## src/rtl/fsdl_pkg.sv

```systemverilog
`timescale 1ns/1ps
package fsdl_pkg;
  localparam int              SYNC_LEN  = 12;
  localparam logic [11:0]     SYNC_WORD = 12'b000111000111;
  localparam int              FIELD_W   = 8;
  localparam int              FIELD_CNT = 3;

  typedef enum logic [1:0] {
    PH_HUNT,
    PH_MSG,
    PH_SYNC
  } phase_t;
endpackage

```

## src/rtl/fsdl_hunt.sv

```systemverilog
`timescale 1ns/1ps
// Keeps the most recent Fs bits and flags a pattern match on the current bit.
module fsdl_hunt #(
  parameter int                  PAT_LEN = 12,
  parameter logic [PAT_LEN-1:0]  PATTERN = 12'b000111000111
) (
  input  logic clk,
  input  logic rst,
  input  logic fs_evt,
  input  logic f_bit,
  output logic match_now
);
  localparam int FILL_W = $clog2(PAT_LEN + 1);

  logic [PAT_LEN-1:0] hist;
  logic [PAT_LEN-1:0] hist_nxt;
  logic [FILL_W-1:0]  fill;
  logic               full_win;

  always_comb begin
    hist_nxt  = {hist[PAT_LEN-2:0], f_bit};
    full_win  = (fill >= FILL_W'(PAT_LEN - 1));
    match_now = fs_evt && full_win && (hist_nxt == PATTERN);
  end

  always_ff @(posedge clk) begin
    if (rst) begin
      hist <= '0;
      fill <= '0;
    end else if (fs_evt) begin
      hist <= hist_nxt;
      if (fill != FILL_W'(PAT_LEN))
        fill <= fill + 1'b1;
    end
  end
endmodule

```

## src/rtl/fsdl_seq.sv

```systemverilog
`timescale 1ns/1ps
// Multiframe phase tracker: hunt, collect message, verify next pattern.
module fsdl_seq
  import fsdl_pkg::*;
#(
  parameter int PAT_LEN  = 12,
  parameter int MSG_BITS = 24
) (
  input  logic clk,
  input  logic rst,
  input  logic fs_evt,
  input  logic match_now,
  output logic locked,
  output logic cap_en,
  output logic msg_done
);
  localparam int SPAN  = (MSG_BITS > PAT_LEN) ? MSG_BITS : PAT_LEN;
  localparam int CNT_W = $clog2(SPAN);

  phase_t           phase;
  logic [CNT_W-1:0] cnt;
  logic             last_msg;
  logic             last_pat;

  always_comb begin
    last_msg = (cnt == CNT_W'(MSG_BITS - 1));
    last_pat = (cnt == CNT_W'(PAT_LEN - 1));
    cap_en   = fs_evt && (phase == PH_MSG);
    msg_done = cap_en && last_msg;
  end

  always_ff @(posedge clk) begin
    if (rst) begin
      phase  <= PH_HUNT;
      cnt    <= '0;
      locked <= 1'b0;
    end else if (fs_evt) begin
      case (phase)
        PH_HUNT: begin
          cnt <= '0;
          if (match_now) begin
            phase  <= PH_MSG;
            locked <= 1'b1;
          end
        end
        PH_MSG: begin
          if (last_msg) begin
            phase <= PH_SYNC;
            cnt   <= '0;
          end else begin
            cnt <= cnt + 1'b1;
          end
        end
        PH_SYNC: begin
          if (last_pat) begin
            cnt <= '0;
            if (match_now) begin
              phase <= PH_MSG;
            end else begin
              phase  <= PH_HUNT;
              locked <= 1'b0;
            end
          end else begin
            cnt <= cnt + 1'b1;
          end
        end
        default: begin
          phase  <= PH_HUNT;
          cnt    <= '0;
          locked <= 1'b0;
        end
      endcase
    end
  end
endmodule

```

## src/rtl/fsdl_capture.sv

```systemverilog
`timescale 1ns/1ps
// Stages message bits and loads all output fields in one cycle; owns the flag.
module fsdl_capture #(
  parameter int FIELD_W   = 8,
  parameter int FIELD_CNT = 3
) (
  input  logic                             clk,
  input  logic                             rst,
  input  logic                             cap_en,
  input  logic                             msg_done,
  input  logic                             f_bit,
  input  logic                             stat_clr,
  output logic [FIELD_CNT-1:0][FIELD_W-1:0] fields,
  output logic                             flag
);
  localparam int MSG_BITS = FIELD_W * FIELD_CNT;

  logic [MSG_BITS-2:0] stage;
  logic [MSG_BITS-1:0] whole;

  always_comb whole = {stage, f_bit};

  always_ff @(posedge clk) begin
    if (rst)
      stage <= '0;
    else if (cap_en)
      stage <= whole[MSG_BITS-2:0];
  end

  for (genvar g = 0; g < FIELD_CNT; g++) begin : g_field
    always_ff @(posedge clk) begin
      if (rst)
        fields[g] <= '0;
      else if (msg_done)
        fields[g] <= whole[MSG_BITS-1-g*FIELD_W -: FIELD_W];
    end
  end

  always_ff @(posedge clk) begin
    if (rst)
      flag <= 1'b0;
    else if (msg_done)
      flag <= 1'b1;
    else if (stat_clr)
      flag <= 1'b0;
  end
endmodule

```

## src/rtl/fsdl_rx.sv

```systemverilog
`timescale 1ns/1ps
module fsdl_rx
  import fsdl_pkg::*;
#(
  parameter int                   PAT_LEN = SYNC_LEN,
  parameter logic [PAT_LEN-1:0]   PATTERN = SYNC_WORD,
  parameter int                   REG_W   = FIELD_W
) (
  input  logic             clk,
  input  logic             rst,
  input  logic             frame_stb,
  input  logic             f_is_fs,
  input  logic             f_bit,
  input  logic             stat_clr,
  output logic [REG_W-1:0] msg_a,
  output logic [REG_W-1:0] msg_b,
  output logic [REG_W-1:0] msg_c,
  output logic             dl_flag,
  output logic             dl_locked
);
  localparam int N_REGS   = FIELD_CNT;
  localparam int MSG_BITS = REG_W * N_REGS;

  logic                         fs_evt;
  logic                         match_now;
  logic                         cap_en;
  logic                         msg_done;
  logic [N_REGS-1:0][REG_W-1:0] fields;

  always_comb fs_evt = frame_stb && f_is_fs;

  fsdl_hunt #(.PAT_LEN(PAT_LEN), .PATTERN(PATTERN)) u_hunt (
    .clk       (clk),
    .rst       (rst),
    .fs_evt    (fs_evt),
    .f_bit     (f_bit),
    .match_now (match_now)
  );

  fsdl_seq #(.PAT_LEN(PAT_LEN), .MSG_BITS(MSG_BITS)) u_seq (
    .clk       (clk),
    .rst       (rst),
    .fs_evt    (fs_evt),
    .match_now (match_now),
    .locked    (dl_locked),
    .cap_en    (cap_en),
    .msg_done  (msg_done)
  );

  fsdl_capture #(.FIELD_W(REG_W), .FIELD_CNT(N_REGS)) u_cap (
    .clk      (clk),
    .rst      (rst),
    .cap_en   (cap_en),
    .msg_done (msg_done),
    .f_bit    (f_bit),
    .stat_clr (stat_clr),
    .fields   (fields),
    .flag     (dl_flag)
  );

  always_comb begin
    msg_a = fields[0];
    msg_b = fields[1];
    msg_c = fields[2];
  end
endmodule

```

## config.mk

```make
export PLATFORM = sky130hd
export DESIGN_NAME = fsdl_rx
export DESIGN_NICKNAME = d
export VERILOG_FILES = /design/src/rtl/fsdl_pkg.sv /design/src/rtl/fsdl_hunt.sv /design/src/rtl/fsdl_seq.sv /design/src/rtl/fsdl_capture.sv /design/src/rtl/fsdl_rx.sv
export SDC_FILE = /design/constraint.sdc
export NUM_CORES = 1
export LEC_CHECK = 0
export ABC_AREA = 0
export BUFFER_PORTS_ARGS = -buffer_cell sky130_fd_sc_hd__buf_4
export CAP_MARGIN = 25
export CELL_PAD_IN_SITES_DETAIL_PLACEMENT = 0
export CELL_PAD_IN_SITES_GLOBAL_PLACEMENT = 1
export CORE_UTILIZATION = 25
export DETAILED_ROUTE_END_ITERATION = 12
export PLACE_DENSITY_LB_ADDON = 0.1
export SLEW_MARGIN = 20
export SYNTH_ARGS = -nofsm -noshare
export SYNTH_HDL_FRONTEND = slang
export SYNTH_SLANG_ARGS = --single-unit
```

## constraint.sdc

```tcl
create_clock -name clk -period 4 [get_ports clk]
set_input_delay 0.4 -clock clk [delete_from_list [all_inputs] [get_ports clk]]
set_output_delay 0.4 -clock clk [all_outputs]
set_load 0.01 [all_outputs]
```

**Yosys cells after proc, flatten, opt, wreduce, memory -nomap -nowiden**

Cells that the tools add are included.

- Reduce and logical (&&, ||, !) cells: 10
- Muxes and demuxes: 14
- Eq/ne operators: 10
- Bitwise operators: 1
- $lt $le $gt $ge: 1
- Add/sub/neg operators: 2

Operator list:

| kind | count |
|---|---|
| $eq A12 B9 Y1 const B | 1 |
| $mux W5 | 2 |
| $pmux W5 S2 | 1 |
| $mux W1 | 6 |
| $mux W2 | 3 |
| $pmux W2 S3 | 1 |
| $add A5 B1 Y5 const B | 1 |
| $eq A5 B4 Y1 const B | 1 |
| $eq A5 B5 Y1 const B | 1 |
| $logic_and A1 B1 Y1 | 5 |
| $reduce_and A5 Y1 | 1 |
| $add A4 B1 Y4 const B | 1 |
| $ge A4 B4 Y1 const B | 1 |
| $ne A2 B1 Y1 const B | 2 |
| $ne A2 B2 Y1 const B | 2 |
| $ne A4 B4 Y1 const B | 1 |
| $reduce_and A4 Y1 | 1 |
| $pmux W1 S3 | 1 |
| $eq A2 B1 Y1 const B | 1 |
| $eq A2 B2 Y1 const B | 1 |
| $logic_not A2 Y1 | 1 |
| $reduce_and A2 Y1 | 1 |
| $reduce_bool A2 Y1 | 1 |
| $not A1 Y1 | 1 |

- Logic and storage cells: 48
- Bits in registers: 71
- Output and inout bits: 26
- Input port bits: 6

**Longest topological paths before layout**

Gate-level depths: netlist of the first run.

- Word-level depth: 6
- Depth in mapped cells: 8

**Hierarchy**

A second synthesis of the first run with hierarchy kept.

- Cell total of the unflattened synthesis: 285
- Area total of the unflattened synthesis: 2936.6 µm²

Modules (own cells, without submodules):

| module | seq. area each (µm²) | cells an instance | area an instance (µm²) | instances |
|---|---|---|---|---|
| fsdl_capture | 960.9 | 156 | 1737.9 | 1 |
| fsdl_hunt | 300.3 | 67 | 649.4 | 1 |
| fsdl_seq | 160.2 | 61 | 543.0 | 1 |
| fsdl_rx | 0.0 | 1 | 6.3 | 1 |

**Worst setup path after synthesis of the first run**

Ideal clock, no wire load.

- Path type: reg2reg
- Start: register u_seq.phase[0]
- End: register u_seq.phase[0]
- Slack: 2474 ps
- Stages on the path, launching flop included: 8
- Buffers on the path: 1
- Arrival time: 1394 ps
- Required time: 3868 ps
- Cells stage by stage: dfxtp_1 inv_1 ha_1 clkbuf_1 a211oi_1 or2_2 o2111ai_1 o211ai_1

- Longest elaborated chain between the ends: 3

Ends and longest elaborated chain:

| element | line | RTL |
|---|---|---|
| from (decl) | fsdl_seq.sv:20 | `phase_t phase;` |
| from (signal assigned) | fsdl_seq.sv:34 | `phase <= PH_HUNT;` |
| from (signal assigned) | fsdl_seq.sv:42 | `phase <= PH_MSG;` |
| from (signal assigned) | fsdl_seq.sv:48 | `phase <= PH_SYNC;` |
| $eq A2 B1 Y1, or another cell as far along | fsdl_seq.sv:38 | `case (phase)` |
| $ne A2 B1 Y1 (no line) or $ne A2 B2 Y1 (tied branches) | -- |  |
| $reduce_and A4 Y1 (no line) | -- |  |

Parallel ways exist; a longest one is shown, timed or not.
A chain may end at the register's enable or synchronous reset.

**Final worst setup path of the first run**

- Start: register u_seq.phase[1]
- End: register u_cap.fields[8] (netlist name)

- Longest elaborated chain between the ends: 3

Ends and longest elaborated chain:

| element | line | RTL |
|---|---|---|
| $eq A2 B1 Y1 | fsdl_seq.sv:28 | `cap_en = fs_evt && (phase == PH_MSG);` |
| $logic_and A1 B1 Y1 | fsdl_seq.sv:28 |  |
| $logic_and A1 B1 Y1 | fsdl_seq.sv:29 | `msg_done = cap_en && last_msg;` |
| to (signal, indexed assignment) | fsdl_capture.sv:35 | `fields[g] <= whole[MSG_BITS-1-g*FIELD_W -: FIELD_W];` |
| to (decl) | fsdl_capture.sv:13 | `output logic [FIELD_CNT-1:0][FIELD_W-1:0] fields,` |

Every way passes these cells.

==> reports/qor.txt, run 1 <==
Post_cts resized: 0
DR pass1 iterations: 4
Crit Path Class: reg2reg
CP bufs+invs: 1
Largest cells by area after synthesis: dfxtp_1 (50%), nand2_1 (16%), a21oi_1 (12%)
Register Area: 0.00142 mm²
Final Hold Fails: 0
Slowest CP cell: or2_1
Synth top cells by count: nand2_1 (121), dfxtp_1 (71), a21oi_1 (66)
NumNets Final: 386
Syn_nets: 365
Final setup fails: 0
Total gr overflow: 0
Vias in the first global route: 2148
Tmin final: 2.36 ns
H-Tree Depth: 3
CTS Hold Buffers Added: 0
Synth area leader: dfxtp_1
Most common cell in the netlist: nand2_1
Synth Area in Simple Gates: 0.248
Initial antenna violation count: 0
Worst path depth: 6
Tightest Hold Check Type: in2reg
Synthesis Warnings: 0
Post-CTS Setup Inserts: 0
Adder-cell share of the synthesized area: 0.0309
Syn-to-layout area delta: 21.2%
Max_cap viols: 0
Post-synth EDFFs: 0
Hold Crit Depth: 3
CTS Buffer Depth: 2
Crit end category: flop
Multiplexer share of the synthesized area: 0.00706
Crit-path max FO: 25
IO Pins: 32
Final RePlAce weighted congestion: 0.681
Power Dens Cells: 444 mW/mm²
Post-Synthesis Cells: 352
Met2 GRT Util: 0.173
Crit path largest cell delay: 0.81 ns
Area of the die: 0.0118 mm²
Crit path cell chain: inv_1, ha_1, nand2_2, or2_1, nand2_1, a21oi_1
XOR/XNOR Fraction of Synth Area: 0.00927
Syn Std Cell Area: 0.00284 mm²
GRT met3 Usage: 0.0362
Total global-route track usage: 0.122
Compound-gate portion of the synthesized area: 0.155
Relative slew slack: 0.372
Outcome: finished, final reports clean
Met1 usage: 0.170
Setup tns final: 0 ns
R2R cell count: 6
Core area: 0.0109 mm²
Seq/Total Area, Yosys: 0.501
ANT cells: 0
Worst vdd ir: 0.000160 V
Wire length of the first global-routing pass: 11000 µm
Busiest grt layer: met2
Largest net degree at the start of global routing: 74
Flops & latches, synth: 71
Slew @ Worst Pin: 0.942 ns
Area occupied by multi-input gates: 0.00127 mm²
Post-synth ARST share: 0
Setup Skew: 0.00786 ns
Die Width: 108 µm
DRT antenna net count: 0
Core Rows: 38
Post-DP HPWL: 4000 µm
CTS tree: built
Die Ht: 108 µm
Root Driver: clkbuf_16
Initial cell density of the core: 0.259
Critical Path Source Type: flop
Synth top area share: 0.501
Post-synthesis cell type count: 41
Drt via density: 4.47
Synth Flop Type: dfxtp_1
Share of cells above drive strength 1: 0.149
RSZ-0062 raised after global routing: no
Initial DRC count: 103
CTS clk-pin slew, worst paths: 0.06 ns
Placed cells: 502
Highest clock rate: 424 MHz
Crit share post-route: 0.590
Total CTS buffers: 9
Top Family by Delay on Critical Path: simple AND/OR/NAND/NOR gates
DR DRC count: 0
Fin. max-slew vios: 0
# fillers: 1221
Vias: 2311
Avg WL per Cell: 12.7 µm
Worst skew pair latency: 0.33 ns
WP data required: 4.25 ns
Main combinational cell family by area after synthesis: simple AND/OR/NAND/NOR gates
Final Power: 1.53 mW
Critical Path AT: 2.61 ns
Syn avg cell area: 8.05 µm²
Fin cells: 517
Clock sinks: 71
I/O Buffers: 31
Pleak: 1.18 nW
Post-Route WL: 6550 µm
-- cells by family after synthesis --
group           after synthesis
compound gates               78
xor+xnor                      3
fa+ha+maj                     7
buf+inv                      31
flops                        71
mux                           2
simple gates                160
-- path summary, 6_finish.rpt --
path	startpoint	endpoint	slack, ns
min	stat_clr	u_cap.flag	0.34
max	u_seq.phase[1]	u_cap.fields[8]	1.64
min reg2reg	u_hunt.hist[10]	u_hunt.hist[10]	0.45
max reg2reg	u_seq.phase[1]	u_cap.fields[8]	1.64
-- report_power, final --
group	total (mW)	internal, mW	switching [mW]
clock network	0.781	0.478	0.303
registers	0.711	0.709	0.00216
logic	0.0330	0.00899	0.0240
-- through the flow --
step                      instance area, µm²  hold WS [ns]  setup WS (ns)  utilization
after floorplan                         2840         0.432           2.47            -
after detailed placement                3150         0.450           1.51        0.288
after CTS                               3440         0.338           1.59        0.314
after global routing                    3440         0.342           1.34        0.314
final                                   3440         0.344           1.64        0.314
after global placement                  3150         0.445           1.55        0.288
-- worst register-to-register path, cell delays in order, from the launching register on --
cell     delay (ns)
dfxtp_1        0.38
inv_1          0.08
ha_1           0.30
nand2_2        0.43
or2_1          0.81
nand2_1        0.12
a21oi_1        0.16
-- registers in the layout (all words and copies together) (netlist names) --
name / cells
u_seq.cnt: 5
u_hunt.fill: 4
u_cap.fields: 24
u_seq.phase: 2
u_cap.flag: 1
u_cap.stage: 23
u_seq.locked: 1
u_hunt.hist: 11
-- metal layers --
metal,vias to the layer above,share of wire
met4,0,0.014
li1,1203,-
met5,-,0
met3,7,0.043
met1,1065,0.53
met2,36,0.41
-- final cells by class --
class,count,area share
Sequential cell,71,0.414
Multi-Input combinational cell,250,0.371
Timing Repair Buffer,33,0.0721
Clock buffer,9,0.0655
Tap cell,140,0.0510
Clock inverter,6,0.0178
Inverter,8,0.00874
-- placed cells by master (no fill, tap or decap), drive strengths merged --
cell	instances
a311oi	1
a211oi	2
clkbuf	9
o211ai	2
o2111ai	2
a21oi	66
dfxtp	71
or3	1
nand4	1
or4b	1
and2	1
nand2b	4
nor2	12
nand3	3
clkinvlp	1
nand3b	1
xnor2	1
nand2	122
inv	9
and3	1
xor2	2
nand4bb	1
or2	2
o21ai	2
clkinv	3
mux2i	2
a22oi	1
nand4b	2
a31oi	1
ha	7
nor3	4
bufinv	1
buf	33
nor4	4
a21boi	1
(Power assumes the default switching activity.)
==> run 2: changes to the inputs <==
==> constraint.sdc (replaced) <==
create_clock -name clk -period 2.2 [get_ports clk]
set_input_delay 0.22 -clock clk [delete_from_list [all_inputs] [get_ports clk]]
set_output_delay 0.22 -clock clk [all_outputs]
set_load 0.01 [all_outputs]
==> run 2 against run 1 <==
- hold slack worse by 0.18 ns
- global-route usage up 0.47 points
- clock power rose by 92%
- maximum frequency grew 36%
- non-clock buffer count up 6
- combinational power is 97% higher
- sequential cell count stayed put
- die area unchanged
- largest cell class unchanged
==> reports/qor.txt, run 2 (synthesis gave the netlist of run 1 again) <==
Die Width: 108 µm (unchanged)
Commonest cells after routing, fill and taps aside: nand2_1 (121), dfxtp_1 (71), a21oi_1 (66), buf_4 (39), nor2_1 (11) (was nand2_1 (121), dfxtp_1 (71), a21oi_1 (66), buf_4 (33), nor2_1 (11))
Crit-path max FO: 25 (unchanged)
Slowest CP cell: dfxtp_1 (was or2_1)
Relative slew slack: 0.644 (was 0.372)
Initial DRC count: 87 (was 103)
Post-route design area: 0.00350 mm² (was 0.00344 mm²)
Outcome: finished, final reports clean (unchanged)
H-Tree Depth: 3 (unchanged)
I/O Buffers: 31 (unchanged)
RSZ-0062 raised after global routing: no (unchanged)
Core Rows: 38 (unchanged)
Fin. max-slew vios: 0 (unchanged)
Wire length of the first global-routing pass: 11200 µm (was 11000 µm)
Max_cap viols: 0 (unchanged)
Setup tns final: 0 ns (unchanged)
Avg WL per Cell: 12.9 µm (was 12.7 µm)
Register-to-register setup slack: 0.47 ns (was 1.64 ns)
Slew @ Worst Pin: 0.535 ns (was 0.942 ns)
Tmin final: 1.73 ns (was 2.36 ns)
Most common cell after layout, fill and taps aside: nand2_1 (unchanged)
Crit end category: flop (unchanged)
Internal power: 2.22 mW (was 1.20 mW)
Drt via density: 4.45 (was 4.47)
Power Dens Cells: 816 mW/mm² (was 444 mW/mm²)
Total CTS buffers: 9 (unchanged)
Vias: 2333 (was 2311)
Sequential power share: 0.453 (was 0.466)
Final setup fails: 0 (unchanged)
Final RePlAce weighted congestion: 0.703 (was 0.681)
Largest register FFs: 24 (unchanged)
ANT cells: 0 (unchanged)
Area of the die: 0.0118 mm² (unchanged)
Combinational share of power: 0.023 (was 0.022)
Vias in the first global route: 2139 (was 2148)
Core area: 0.0109 mm² (unchanged)
Die Ht: 108 µm (unchanged)
Crit share post-route: 0.786 (was 0.590)
NumNets Final: 392 (was 386)
CTS Hold Buffers Added: 0 (unchanged)
Crit Path Class: reg2reg (unchanged)
Largest regs: u_cap.fields (24), u_cap.stage (23), u_hunt.hist (11) (unchanged)
Pleak: 1.21 nW (was 1.18 nW)
Crit path largest cell delay: 0.33 ns (was 0.81 ns)
IO Pins: 32 (unchanged)
Post-CTS Setup Inserts: 0 (unchanged)
Reg with most FFs: u_cap.fields (unchanged)
CTS Buffer Depth: 2 (unchanged)
Syn-to-layout area delta: 23.5% (was 21.2%)
Post_cts resized: 0 (unchanged)
Critical Path AT: 1.92 ns (was 2.61 ns)
Worst vdd ir: 0.000284 V (was 0.000160 V)
Total global-route track usage: 0.127 (was 0.122)
CTS clk-pin slew, worst paths: 0.06 ns (about the same)
Initial cell density of the core: 0.259 (unchanged)
Highest clock rate: 578 MHz (was 424 MHz)
Final Hold Fails: 0 (unchanged)
DR DRC count: 0 (unchanged)
Area after DPL: 0.00319 mm² (was 0.00315 mm²)
Root Driver: clkbuf_16 (unchanged)
Share of cells above drive strength 1: 0.164 (was 0.149)
Post-Route WL: 6740 µm (was 6550 µm)
DRT antenna net count: 0 (unchanged)
Worst skew pair latency: 0.33 ns (about the same)
WP data required: 2.39 ns (was 4.25 ns)
Critical Path Source Type: flop (unchanged)
Post-DP HPWL: 4270 µm (was 4000 µm)
Total gr overflow: 0 (unchanged)
Crit path cell chain: inv_1, ha_1, nand2_2, or2_1, buf_4, nand2_1, a21oi_1 (was inv_1, ha_1, nand2_2, or2_1, nand2_1, a21oi_1)
CTS tree: built (unchanged)
Largest net degree at the start of global routing: 48 (was 74)
Initial antenna violation count: 0 (unchanged)
DR pass1 iterations: 6 (was 4)
Clock sinks: 71 (unchanged)
Switching Share: 0.222 (was 0.216)
Setup Skew: 0.00951 ns (was 0.00786 ns)
Hold Slack: 0.164 ns (was 0.344 ns)
Tightest Hold Check Type: in2reg (unchanged)
Switching power: 633 µW (was 329 µW)
Clock power share: 0.524 (was 0.512)
run 2: cell types whose count changed in the layout (fill, tap and decap cells not counted):
cell,previous run,this run
clkinv_4,0,1
clkbuf_8,0,1
clkinvlp_4,1,2
buf_4,33,39
clkinv_2,3,1
run 2: final timing paths:
kind,depth (start not counted),to,start
worst min register to register,2,u_cap.fields[10],u_cap.fields[10]
worst min-delay path,3,u_cap.flag,stat_clr
worst max register to register,7,u_cap.fields[23],u_seq.phase[1]
worst max-delay path,7,u_cap.fields[23],u_seq.phase[1]
run 2: per-layer routing:
layer	wire [µm]	global-route usage
met1	3650	0.182
met2	2780	0.173
met3	186	0.0344
met4	121	0.0579
met5	0	0
run 2: power by group through the flow:
| stage | clock network, mW | registers, mW | logic, mW |
|---|---|---|---|
| 2_1_floorplan | 0 | 1.32 | 0.0423 |
| 3_3_place_gp | 0 | 1.32 | 0.0676 |
| 3_5_place_dp | 0 | 1.32 | 0.0665 |
| 4_1_cts | 1.55 | 1.29 | 0.0667 |
| 5_1_grt | 1.62 | 1.29 | 0.0740 |
| 6_report | 1.50 | 1.29 | 0.0649 |
run 2: area by class of cell:
type,count,area [µm²]
tap,140,175
multi-input combinational,250,1270
sequential,71,1420
fill,1189,7430
clock inverter,6,67.6
timing repair buffer,39,293
clock buffer,10,239
inverter,8,30.0
run 2: metrics by stage:
| stage | setup WS, ns | power, mW | util | cells |
|---|---|---|---|---|
| finish | 0.470 | 2.86 | 0.320 | 524 |
| floorplan | 0.674 | 1.36 | - | 352 |
| CTS | 0.445 | 2.91 | 0.320 | 524 |
| global placement | 0.476 | 1.39 | 0.292 | 508 |
| global route | 0.292 | 2.98 | 0.320 | 524 |
| detailed placement | 0.460 | 1.39 | 0.292 | 508 |
run 2: worst max-delay path: cells and delay by family, from the launching register on:
kind            cells  cell delay, ns
flops               1            0.33
simple gates        3            0.59
compound gates      1            0.06
buf+inv             2            0.31
fa+ha+maj           1            0.30
